File: src/rtl/zr_pkg.sv
package zr_pkg;

  localparam int IDX_W = 4;
  localparam logic [IDX_W-1:0] IDX_MAX = '1;

  typedef enum logic [0:0] {
    MODE_PLAIN  = 1'b0,
    MODE_ENCODE = 1'b1
  } mode_e;

  function automatic logic run_full(input logic [IDX_W-1:0] cnt);
    return cnt == IDX_MAX;
  endfunction

  function automatic logic [IDX_W-1:0] idx_step(input logic [IDX_W-1:0] cnt);
    return cnt + 1'b1;
  endfunction

  function automatic logic [IDX_W-1:0] idx_drop(input logic [IDX_W-1:0] cnt);
    return cnt - 1'b1;
  endfunction

endpackage

File: src/rtl/zr_classifier.sv
module zr_classifier
  import zr_pkg::*;
#(
  parameter int WINDOW      = 65536,
  parameter int DENSE_LIMIT = 32768,
  parameter int GAP_LIMIT   = 8,
  parameter int CNT_W       = 16
) (
  input  logic  clk,
  input  logic  rst_n,
  input  logic  accept,
  input  logic  word_zero,
  input  logic  word_last,
  output mode_e mode
);

  localparam int WC_W  = $clog2(WINDOW + 1);
  localparam int GAP_W = $clog2(GAP_LIMIT + 1);
  localparam logic [WC_W-1:0]  WC_END  = WC_W'(WINDOW - 1);
  localparam logic [GAP_W-1:0] GAP_L   = GAP_W'(GAP_LIMIT);
  localparam logic [CNT_W-1:0] DENSE_L = CNT_W'(DENSE_LIMIT);

  logic [WC_W-1:0]  wcnt_q;
  logic [GAP_W-1:0] gap_q;
  logic [CNT_W-1:0] score_q, score_nx;
  logic             seen_nz_q, decided_q;
  mode_e            mode_q;
  logic             hit, decide_evt;

  assign hit        = accept && !word_zero && seen_nz_q && (gap_q < GAP_L) && !decided_q;
  assign score_nx   = (hit && score_q != '1) ? score_q + 1'b1 : score_q;
  assign decide_evt = accept && !word_last && !decided_q && (wcnt_q == WC_END);
  assign mode       = mode_q;

  always_ff @(posedge clk) begin
    if (!rst_n) begin
      wcnt_q    <= '0;
      gap_q     <= '0;
      score_q   <= '0;
      seen_nz_q <= 1'b0;
      decided_q <= 1'b0;
      mode_q    <= MODE_PLAIN;
    end else if (accept) begin
      if (word_last) begin
        wcnt_q    <= '0;
        gap_q     <= '0;
        score_q   <= '0;
        seen_nz_q <= 1'b0;
        decided_q <= 1'b0;
        mode_q    <= MODE_PLAIN;
      end else begin
        score_q <= score_nx;
        if (word_zero) begin
          if (gap_q != GAP_L) gap_q <= gap_q + 1'b1;
        end else begin
          gap_q     <= '0;
          seen_nz_q <= 1'b1;
        end
        if (!decided_q) wcnt_q <= wcnt_q + 1'b1;
        if (decide_evt) begin
          decided_q <= 1'b1;
          mode_q    <= (score_nx > DENSE_L) ? MODE_PLAIN : MODE_ENCODE;
        end
      end
    end
  end

  // coding is entered only through a window decision
  a_r7_enter_on_decide: assert property (@(posedge clk) disable iff (!rst_n)
    $rose(mode_q == MODE_ENCODE) |-> $past(decide_evt));

  // the score never falls within a map
  a_r6_score_monotone: assert property (@(posedge clk) disable iff (!rst_n)
    (accept && !word_last) |=> (score_q >= $past(score_q)));

endmodule

File: src/rtl/zr_encoder.sv
module zr_encoder
  import zr_pkg::*;
#(
  parameter int DW = 32
) (
  input  logic             clk,
  input  logic             rst_n,
  input  mode_e            mode,
  input  logic             in_valid,
  output logic             in_ready,
  input  logic [DW-1:0]    in_data,
  input  logic             in_last,
  output logic             accept_o,
  output logic             out_valid,
  input  logic             out_ready,
  output logic [DW-1:0]    out_data,
  output logic [IDX_W-1:0] out_idx,
  output logic             out_coded,
  output logic             out_last
);

  logic             ov_q, oc_q, ol_q;
  logic [DW-1:0]    od_q;
  logic [IDX_W-1:0] oi_q;

  logic             pend_v, flush_q;
  logic [DW-1:0]    pend_d;
  logic [IDX_W-1:0] pend_c;

  logic             can_load, accept, word_zero, run_cap_evt;
  logic             emit_v, emit_enc, emit_last;
  logic [DW-1:0]    emit_d;
  logic [IDX_W-1:0] emit_c;
  logic             n_pv, n_fl;
  logic [DW-1:0]    n_pd;
  logic [IDX_W-1:0] n_pc;

  assign can_load  = !ov_q || out_ready;
  assign in_ready  = can_load && !flush_q;
  assign accept    = in_valid && in_ready;
  assign accept_o  = accept;
  assign word_zero = (in_data == '0);

  always_comb begin
    emit_v      = 1'b0;
    emit_d      = pend_d;
    emit_c      = pend_c;
    emit_enc    = 1'b1;
    emit_last   = 1'b0;
    n_pv        = pend_v;
    n_pd        = pend_d;
    n_pc        = pend_c;
    n_fl        = flush_q;
    run_cap_evt = 1'b0;
    if (flush_q && can_load) begin
      emit_v    = 1'b1;
      emit_last = 1'b1;
      n_pv      = 1'b0;
      n_pc      = '0;
      n_fl      = 1'b0;
    end else if (accept) begin
      if (mode == MODE_PLAIN) begin
        emit_v    = 1'b1;
        emit_d    = in_data;
        emit_c    = '0;
        emit_enc  = 1'b0;
        emit_last = in_last;
      end else begin
        if (!pend_v) begin
          n_pv = 1'b1;
          n_pd = in_data;
          n_pc = '0;
        end else if (!word_zero || run_full(pend_c)) begin
          emit_v      = 1'b1;
          run_cap_evt = word_zero;
          n_pd        = in_data;
          n_pc        = '0;
        end else begin
          n_pc = idx_step(pend_c);
        end
        n_fl = in_last;
      end
    end
  end

  always_ff @(posedge clk) begin
    if (!rst_n) begin
      pend_v  <= 1'b0;
      pend_d  <= '0;
      pend_c  <= '0;
      flush_q <= 1'b0;
    end else begin
      pend_v  <= n_pv;
      pend_d  <= n_pd;
      pend_c  <= n_pc;
      flush_q <= n_fl;
    end
  end

  always_ff @(posedge clk) begin
    if (!rst_n) begin
      ov_q <= 1'b0;
      od_q <= '0;
      oi_q <= '0;
      oc_q <= 1'b0;
      ol_q <= 1'b0;
    end else if (can_load) begin
      ov_q <= emit_v;
      if (emit_v) begin
        od_q <= emit_d;
        oi_q <= emit_c;
        oc_q <= emit_enc;
        ol_q <= emit_last;
      end
    end
  end

  assign out_valid = ov_q;
  assign out_data  = od_q;
  assign out_idx   = oi_q;
  assign out_coded = oc_q;
  assign out_last  = ol_q;

  // a stalled beat keeps every field
  a_r10_enc_hold: assert property (@(posedge clk) disable iff (!rst_n)
    (out_valid && !out_ready) |=> (out_valid && $stable(out_data) && $stable(out_idx)
                                   && $stable(out_coded) && $stable(out_last)));

  // a run cut by saturation leaves with the full count
  a_r4_cap_count: assert property (@(posedge clk) disable iff (!rst_n)
    run_cap_evt |=> (out_valid && out_coded && out_idx == IDX_MAX));

  // pass-through beats carry no count
  a_r2_plain_idx: assert property (@(posedge clk) disable iff (!rst_n)
    (out_valid && !out_coded) |-> (out_idx == '0));

endmodule

File: src/rtl/zr_decoder.sv
module zr_decoder
  import zr_pkg::*;
#(
  parameter int DW = 32
) (
  input  logic             clk,
  input  logic             rst_n,
  input  logic             in_valid,
  output logic             in_ready,
  input  logic [DW-1:0]    in_data,
  input  logic [IDX_W-1:0] in_idx,
  input  logic             in_coded,
  input  logic             in_last,
  output logic             out_valid,
  input  logic             out_ready,
  output logic [DW-1:0]    out_data,
  output logic             out_last
);

  logic             ov_q, ol_q, last_hold;
  logic [DW-1:0]    od_q;
  logic [IDX_W-1:0] left_q, take_n;
  logic             can_load, accept, fill_evt;

  assign can_load = !ov_q || out_ready;
  assign in_ready = can_load && (left_q == '0);
  assign accept   = in_valid && in_ready;
  assign fill_evt = can_load && (left_q != '0);
  assign take_n   = in_coded ? in_idx : '0;

  always_ff @(posedge clk) begin
    if (!rst_n) begin
      ov_q      <= 1'b0;
      od_q      <= '0;
      ol_q      <= 1'b0;
      left_q    <= '0;
      last_hold <= 1'b0;
    end else if (can_load) begin
      if (fill_evt) begin
        ov_q   <= 1'b1;
        od_q   <= '0;
        ol_q   <= last_hold && (left_q == IDX_W'(1));
        left_q <= idx_drop(left_q);
      end else if (accept) begin
        ov_q      <= 1'b1;
        od_q      <= in_data;
        ol_q      <= in_last && (take_n == '0);
        left_q    <= take_n;
        last_hold <= in_last;
      end else begin
        ov_q <= 1'b0;
      end
    end
  end

  assign out_valid = ov_q;
  assign out_data  = od_q;
  assign out_last  = ol_q;

  // a stalled word keeps its value and flag
  a_r10_dec_hold: assert property (@(posedge clk) disable iff (!rst_n)
    (out_valid && !out_ready) |=> (out_valid && $stable(out_data) && $stable(out_last)));

  // every fill step produces a zero word
  a_r9_fill_zero: assert property (@(posedge clk) disable iff (!rst_n)
    fill_evt |=> (out_valid && out_data == '0));

endmodule

File: src/rtl/zr_codec.sv
module zr_codec
  import zr_pkg::*;
#(
  parameter int DW          = 32,
  parameter int WINDOW      = 65536,
  parameter int DENSE_LIMIT = 32768,
  parameter int GAP_LIMIT   = 8,
  parameter int CNT_W       = 16
) (
  input  logic             clk,
  input  logic             rst_n,
  input  logic             enc_in_valid,
  output logic             enc_in_ready,
  input  logic [DW-1:0]    enc_in_data,
  input  logic             enc_in_last,
  output logic             enc_out_valid,
  input  logic             enc_out_ready,
  output logic [DW-1:0]    enc_out_data,
  output logic [IDX_W-1:0] enc_out_idx,
  output logic             enc_out_coded,
  output logic             enc_out_last,
  input  logic             dec_in_valid,
  output logic             dec_in_ready,
  input  logic [DW-1:0]    dec_in_data,
  input  logic [IDX_W-1:0] dec_in_idx,
  input  logic             dec_in_coded,
  input  logic             dec_in_last,
  output logic             dec_out_valid,
  input  logic             dec_out_ready,
  output logic [DW-1:0]    dec_out_data,
  output logic             dec_out_last
);

  mode_e cur_mode;
  logic  enc_accept;

  zr_classifier #(
    .WINDOW(WINDOW), .DENSE_LIMIT(DENSE_LIMIT), .GAP_LIMIT(GAP_LIMIT), .CNT_W(CNT_W)
  ) u_judge (
    .clk(clk), .rst_n(rst_n),
    .accept(enc_accept), .word_zero(enc_in_data == '0), .word_last(enc_in_last),
    .mode(cur_mode)
  );

  zr_encoder #(.DW(DW)) u_enc (
    .clk(clk), .rst_n(rst_n), .mode(cur_mode),
    .in_valid(enc_in_valid), .in_ready(enc_in_ready), .in_data(enc_in_data),
    .in_last(enc_in_last), .accept_o(enc_accept),
    .out_valid(enc_out_valid), .out_ready(enc_out_ready), .out_data(enc_out_data),
    .out_idx(enc_out_idx), .out_coded(enc_out_coded), .out_last(enc_out_last)
  );

  zr_decoder #(.DW(DW)) u_dec (
    .clk(clk), .rst_n(rst_n),
    .in_valid(dec_in_valid), .in_ready(dec_in_ready), .in_data(dec_in_data),
    .in_idx(dec_in_idx), .in_coded(dec_in_coded), .in_last(dec_in_last),
    .out_valid(dec_out_valid), .out_ready(dec_out_ready), .out_data(dec_out_data),
    .out_last(dec_out_last)
  );

  // a map end returns the path to pass-through form
  a_r8_mode_reset: assert property (@(posedge clk) disable iff (!rst_n)
    (enc_accept && enc_in_last) |=> (cur_mode == MODE_PLAIN));

endmodule

File: config.mk
export PLATFORM = sky130hd
export DESIGN_NAME = zr_codec
export DESIGN_NICKNAME = d
export VERILOG_FILES = /design/src/rtl/zr_pkg.sv /design/src/rtl/zr_classifier.sv /design/src/rtl/zr_encoder.sv /design/src/rtl/zr_decoder.sv /design/src/rtl/zr_codec.sv
export SDC_FILE = /design/constraint.sdc
export NUM_CORES = 1
export LEC_CHECK = 0
export CAP_MARGIN = 5
export CORE_UTILIZATION = 64
export CTS_CLUSTER_DIAMETER = 50
export DETAILED_ROUTE_END_ITERATION = 12
export DONT_BUFFER_PORTS = 1
export PLACE_DENSITY = 0.82
export SETUP_SLACK_MARGIN = 0.15
export SLEW_MARGIN = 15
export SYNTH_ARGS = -nofsm -noshare
export SYNTH_HDL_FRONTEND = slang
export SYNTH_SLANG_ARGS = --single-unit
File: constraint.sdc
create_clock -name clk -period 3.9 [get_ports clk]
set_input_delay 0.78 -clock clk [delete_from_list [all_inputs] [get_ports clk]]
set_output_delay 0.78 -clock clk [all_outputs]
set_load 0.005 [all_outputs]
==> results of run 1 <==
==> per-layer routing <==
metal,GRT usage,wire [um],vias up
li1,-,-,3022
met1,0.367,7220,2989
met2,0.482,8580,247
met3,0.0986,1390,43
met4,0.126,440,0
met5,0,0,-
==> power groups by stage <==
stage | Clock (mW) | Combinational, mW | Sequential [mW]
floorplan | 0 | 0.454 | 1.79
detailed placement | 0 | 0.536 | 1.81
finish | 1.65 | 0.547 | 1.78
CTS | 1.66 | 0.542 | 1.78
global placement | 0 | 0.503 | 1.81
global route | 1.73 | 0.604 | 1.79
==> per-stage QoR <==
stage           util  std cells  instance area (um2)  power, mW
2_1_floorplan      -        873                 7350       2.24
3_3_place_gp   0.665        963                 7330       2.31
3_5_place_dp   0.665        963                 7330       2.35
4_1_cts        0.719        995                 7930       3.98
5_1_grt        0.719        995                 7930       4.13
6_report       0.719        995                 7930       3.98
==> cell families (layout without fill, tap and decap cells) <==
| group | after synthesis | count (layout) | share of synthesized area |
|---|---|---|---|
| fa+ha+maj | 8 | 8 | 0.0136 |
| flops | 156 | 156 | 0.425 |
| buf+inv | 68 | 50 | 0.0446 |
| simple gates | 405 | 405 | 0.258 |
| compound gates | 219 | 219 | 0.238 |
| xor+xnor | 13 | 13 | 0.0155 |
| mux | 4 | 4 | 0.00562 |
==> how the worst max path moves through the flow <==
stage	endpoint	depth (start not counted)	slack (ns)
floorplan	u_enc.out_data[24]$_SDFFE_PN0P_	9	1.46
global placement	u_enc.out_data[7]$_SDFFE_PN0P_	7	0.88
detailed placement	u_enc.out_data[13]$_SDFFE_PN0P_	7	0.80
CTS	u_enc.out_idx[3]$_SDFFE_PN0P_	7	1.22
global route	u_enc.pend_d[1]$_SDFFE_PN0P_	7	1.04
finish	u_enc.out_idx[3]$_SDFFE_PN0P_	7	1.19
==> layout make-up <==
type / count / area [um2] / share of cell area
inverters: 10 / 37.5 / 0.00474
repair buffers: 8 / 72.6 / 0.00916
clock inverters: 11 / 134 / 0.0169
multi-input cells: 649 / 3920 / 0.495
well taps: 140 / 175 / 0.0221
flip-flops and latches: 156 / 3120 / 0.394
clock buffers: 21 / 460 / 0.0581
==> synthesized netlist by cell type (4+ instances only) <==
cell      instances  area share
nand4_1          13       0.011
nor2_1           99       0.051
nor3_1           10      0.0068
nand2_1         172       0.088
a31oi_1          12       0.010
a21oi_1          28       0.019
a311oi_2         32       0.065
or3_1             6      0.0051
and2_1            5      0.0043
ha_1              8       0.014
nor4_1           11      0.0094
o21ai_0          36       0.025
xor2_1            5      0.0060
a22oi_1          38       0.039
xnor2_1           8      0.0095
o21ai_1           5      0.0034
nor2b_1          31       0.026
inv_1             9      0.0046
and4_1            4      0.0048
a21boi_0         39       0.040
clkbuf_1         42       0.021
buf_2             7      0.0048
nand3_1          22       0.015
buf_6             6      0.0092
dfxtp_1         156        0.42
and3_1            8      0.0068
==> worst min-delay path, stage by stage, from the launching register on <==
cell and delay, ns:
dfxtp_1 0.31, nand2_1 0.05, a21oi_1 0.05
==> registers in the layout (all words and copies together) (netlist names), 4 cells and up <==
name / flops
u_enc.pend_d: 32
u_enc.pend_c: 4
u_judge.wcnt_q: 17
u_judge.score_q: 16
u_judge.gap_q: 4
u_enc.out_idx: 4
u_dec.out_data: 32
u_enc.out_data: 32
u_dec.left_q: 4
==> results by group, run 1 <==
Run status
  – Status: finished clean

Power and ir drop
  – Clock share of power: 0.415
  – Maximum VDD drop: 0.363 mV
  – Leak Pwr: between 2 and 3 nW
  – Net Sw Frac: 0.276
  – Psw: ~1.1 mW
  – Internal power: 2.88 mW
  – PwrDens: 502 nW/um2
  – Logic pwr share: 0.137
  – Sequential share of power: 0.448

Worst setup path
  – Critical path launch point type: input pin
  – Crit path kind: in -> reg
  – Slowest stage cell, crit path: o21a_4
  – Delay-heaviest family, CP: compound AO/OA/AOI/OAI gates
  – Crit path DAT: 2.98 ns
  – Worst-path cell chain: nor4_1, nand4_1, o31ai_1, a21boi_1, o21a_4, nand4_1, o21ai_1
  – Most Frequent Cell on Critical Path: nand4_1
  – Critical Path Max Stage Delay: 0.51 ns
  – Max FO, Critical Path: 75
  – R2R Path Start: u_judge.wcnt_q[3]$_SDFFE_PN0P_
  – Nature of the critical path endpoint: flip-flop
  – Buf/Inv on CP: 0
  – WP data required: 4.17 ns
  – RR Endpoint: u_judge.mode$_SDFFE_PN0P_
  – Worst Setup SP: enc_in_data[0]
  – R2R cell count: 12
  – R2r setup slk: 1.30 ns

Die
  – Starting Density: 0.667
  – Chip Height: between 100 and 150 um
  – I/O Pins: 152
  – Row count: 38
  – DIE WIDTH: 109 um
  – Die area: 11900 um2
  – CORE AREA: 11000 um2

GRT
  – GRT Util Overall: 0.300
  – First-pass GRT wire length: between 20000 and 30000 um
  – Largest net degree at the start of global routing: 90
  – Vias in the first global route: 5863
  – Initial antenna violation count: 0
  – Global route total overflow: 0

Synthesis
  – Register area share after synthesis: 0.425
  – Synth Area per Inst: around 8.4 um2
  – Netlist cell types: 70
  – Main synth FF type: dfxtp_1
  – Cell Area, Synth: 7350 um2
  – Syn Nets: 958
  – Yosys reg bits: 156
  – EDFF count, synth: 0
  – Ys Warns: 0
  – Ys async rst share: 0
  – Post-Syn Instances: 873

Min path
  – Hold path depth: 2
  – Hold Startpoint: u_enc.pend_d[31]$_SDFFE_PN0P_
  – Hold Crit Endpoint: u_enc.pend_d[31]$_SDFFE_PN0P_
  – Hold Crit Class: reg -> reg

Routing
  – DRT antenna net count: 0
  – Number of DRC markers in iteration 0: around 600
  – Via density per instance: 6.33
  – Via count: roughly 6300
  – Routed len/inst: 17.7 um
  – DRT Wirelength: 17600 um
  – First-pass iteration count of the detailed router: 6
  – DRC Markers: 0

Clocking
  – Clock transition at path regs: 0.06 ns
  – Clock Latency Late Sink: 0.43 ns
  – CTS Buffer Depth: 2
  – CTS sink cnt: ~160
  – Num CTS Buffers: 17
  – # resized after CTS: 0
  – Hold_buf cts: 0
  – Clock Tree Root: clkbuf_16
  – H-tree levels: 4
  – Setup Fix Bufs, Post-CTS: 0
  – TritonCTS clock tree: yes

Placed design
  – Gpl congestion: 0.868
  – Post-DP HPWL: about 11000 um
  – Setup WS pre-CTS: 0.804 ns
  – IO Port Bufs: 0

STA
  – RSZ-0062 raised after global routing: false
  – Final setup viols: 0
  – Final Max Slew Viols: 0
  – Max Clock Freq: between 300 and 400 MHz
  – Hold Vio Cnt, Final: 0
  – Final setup slack of the worst path: ~1.2 ns
  – Final setup TNS: 0 ns
  – Slew HR: 0.346
  – Final Cycle Share: 0.695
  – Fin Hold WS: 0.461 ns
  – Post-layout minimum cycle time: roughly 2.7 ns
  – Clock skew: 0.00719 ns
  – Least-Margin Pin Slew: 0.980 ns

Final layout
  – Most common cell after layout, fill and taps aside: nand2_1
  – Ant diodes: 0
  – Fraction of layout cells with a size suffix above 1: 0.113
  – # fillers: just over 800
  – Most frequent cells in the layout: nand2_1, dfxtp_1, nor2_1
  – Final #Nets: 927
  – Area Overhead vs Synth: 7.79%

Run
  – Max_cap viols: 0
Power figures use the tool's default switching activity.
==> run 2, diff against run 1 <==
- CORE_UTILIZATION: 64 -> 63
- PLACE_DENSITY: 0.82 -> 0.81
- clock period: 3.9 -> 2.7 ns (I/O delays scaled with it)
==> results by group, run 2 (synthesized netlist as in run 1, its figures left out) <==
Clocking
  – Hold_buf cts: 0
  – TritonCTS clock tree: yes
  – Clock Latency Late Sink: 0.43 ns
  – Num CTS Buffers: 17
  – Clock transition at path regs: 0.06 ns
  – Clock Tree Root: clkbuf_16
  – CTS Buffer Depth: 2
  – H-tree levels: 4
  – CTS sink cnt: 156

Run
  – Max_cap viols: 0

STA
  – Least-Margin Pin Slew: 0.947 ns
  – Final setup TNS: 0 ns
  – Final setup viols: 0
  – Max Clock Freq: 405 MHz
  – Clock skew: 0.00781 ns
  – Fin Hold WS: 0.247 ns
  – Final Max Slew Viols: 0
  – Post-layout minimum cycle time: roughly 2.5 ns
  – Slew HR: 0.369
  – Hold Vio Cnt, Final: 0
  – Final Cycle Share: 0.914
  – RSZ-0062 raised after global routing: false

Min path
  – Hold path depth: 2
  – Hold Crit Endpoint: u_dec.out_valid$_SDFFE_PN0P_
  – Hold Crit Class: in -> reg
  – Hold Startpoint: dec_in_valid

Die
  – CORE AREA: 11400 um2
  – Starting Density: 0.644
  – Row count: 39
  – I/O Pins: 152
  – DIE WIDTH: 110 um
  – Chip Height: 110 um
  – Die area: approximately 12000 um2

Worst setup path
  – Most Frequent Cell on Critical Path: nor2_1
  – Crit path kind: reg -> reg
  – Worst-path cell chain: and4_4, nand4_4, or3_4, nor2_4, nand3_2, nor2_1, ha_2, nor2b_4, a21oi_1, nor2_1, nand4_1, o41ai_2
  – Slowest stage cell, crit path: or3_4
  – Crit path DAT: around 2.8 ns
  – WP data required: 3.04 ns
  – R2R cell count: 12
  – Max FO, Critical Path: 6
  – R2r setup slk: 0.23 ns
  – Critical Path Max Stage Delay: 0.42 ns
  – Nature of the critical path endpoint: flip-flop
  – RR Endpoint: u_judge.mode$_SDFFE_PN0P_
  – Critical path launch point type: flip-flop
  – R2R Path Start: u_judge.wcnt_q[3]$_SDFFE_PN0P_

Power and ir drop
  – Maximum VDD drop: roughly 0.74 mV
  – PwrDens: 712 nW/um2
  – Power Total: 5.77 mW
  – Leak Pwr: 2.72 nW

Routing
  – Via count: 6401
  – First-pass iteration count of the detailed router: 5
  – Routed len/inst: 17.3 um
  – DRT Wirelength: 17600 um
  – Number of DRC markers in iteration 0: 476
  – Via density per instance: 6.32
  – DRC Markers: 0
  – DRT antenna net count: 0

Final layout
  – Final Util: 0.709
  – Ant diodes: 0
  – Area Overhead vs Synth: 10.1%
  – Final #Nets: roughly 940
  – Post-route insts no fill: 1013
  – Fraction of layout cells with a size suffix above 1: 0.138
  – Most common cell after layout, fill and taps aside: nand2_1
  – Most frequent cells in the layout: nand2_1, dfxtp_1, nor2_1

Placed design
  – Gpl congestion: roughly 0.85
  – IO Port Bufs: 0
  – Cell count after placement: 978
  – Post-DP HPWL: 11600 um

GRT
  – Vias in the first global route: between 5000 and 6000
  – GRT Util Overall: 0.291
  – First-pass GRT wire length: around 27000 um
  – Largest net degree at the start of global routing: 90
  – Global route total overflow: 0
  – Initial antenna violation count: 1

Run status
  – Status: finished clean
-- run 2: how the worst max path moves through the flow --
stage | startpoint | end
floorplan | u_judge.wcnt_q[3]$_SDFFE_PN0P_ | u_judge.mode$_SDFFE_PN0P_
global placement | u_judge.wcnt_q[3]$_SDFFE_PN0P_ | u_judge.mode$_SDFFE_PN0P_
detailed placement | enc_in_data[0] | u_enc.out_data[7]$_SDFFE_PN0P_
CTS | u_judge.wcnt_q[5]$_SDFFE_PN0P_ | u_judge.mode$_SDFFE_PN0P_
global route | u_judge.wcnt_q[3]$_SDFFE_PN0P_ | u_judge.mode$_SDFFE_PN0P_
finish | u_judge.wcnt_q[3]$_SDFFE_PN0P_ | u_judge.mode$_SDFFE_PN0P_
-- run 2: through the flow --
stage               instance area (um2)  setup slack (ns)
floorplan                          7350             0.365
global placement                   7460             0.168
detailed placement                 7460             0.103
CTS                                8050             0.162
global route                       8100             0.132
finish                             8100             0.231
-- run 2: layout make-up --
cell class,instances,area (um2)
multi-input combinational,649,3930
sequential,156,3140
fill,881,3320
tap,143,179
timing repair buffer,23,223
inverter,10,37.5
clock inverter,15,163
clock buffer,17,425
-- run 2: timing repair --
| action | CTS | global route |
|---|---|---|
| buffers inserted | 0 | 3 |
| gates resized for setup | 2 | 9 |
| pin swaps | 0 | 4 |
| gates cloned | 0 | 0 |
| endpoints found under the setup margin | 1 | 1 |
-- run 2: power by group --
group	switching, mW	internal (mW)	leakage (nW)
combinational	0.501	0.319	1.17
sequential	0.130	2.44	1.27
clock	1.00	1.37	0.281
-- run 2: critical path, delay by kind of cell (launching register included) --
| kind | cells | cell delay (ns) |
|---|---|---|
| AO/OA/AOI/OAI | 2 | 0.27 |
| adder cells (fa/ha/maj) | 1 | 0.19 |
| flip-flops | 1 | 0.37 |
| AND/OR/NAND/NOR | 9 | 1.55 |
-- run 2: layer usage --
layer	global-route usage	wire length, um	vias up
li1	-	-	3064
met1	0.357	6940	3026
met2	0.464	8800	265
met3	0.0935	1440	44
met4	0.132	378	2
met5	0	13	-
==> run 3, diff against run 2 <==
- CTS_CLUSTER_SIZE: default -> 25
==> results of run 3 <==
Final layout, timing and power as in run 2 (identical DEF).
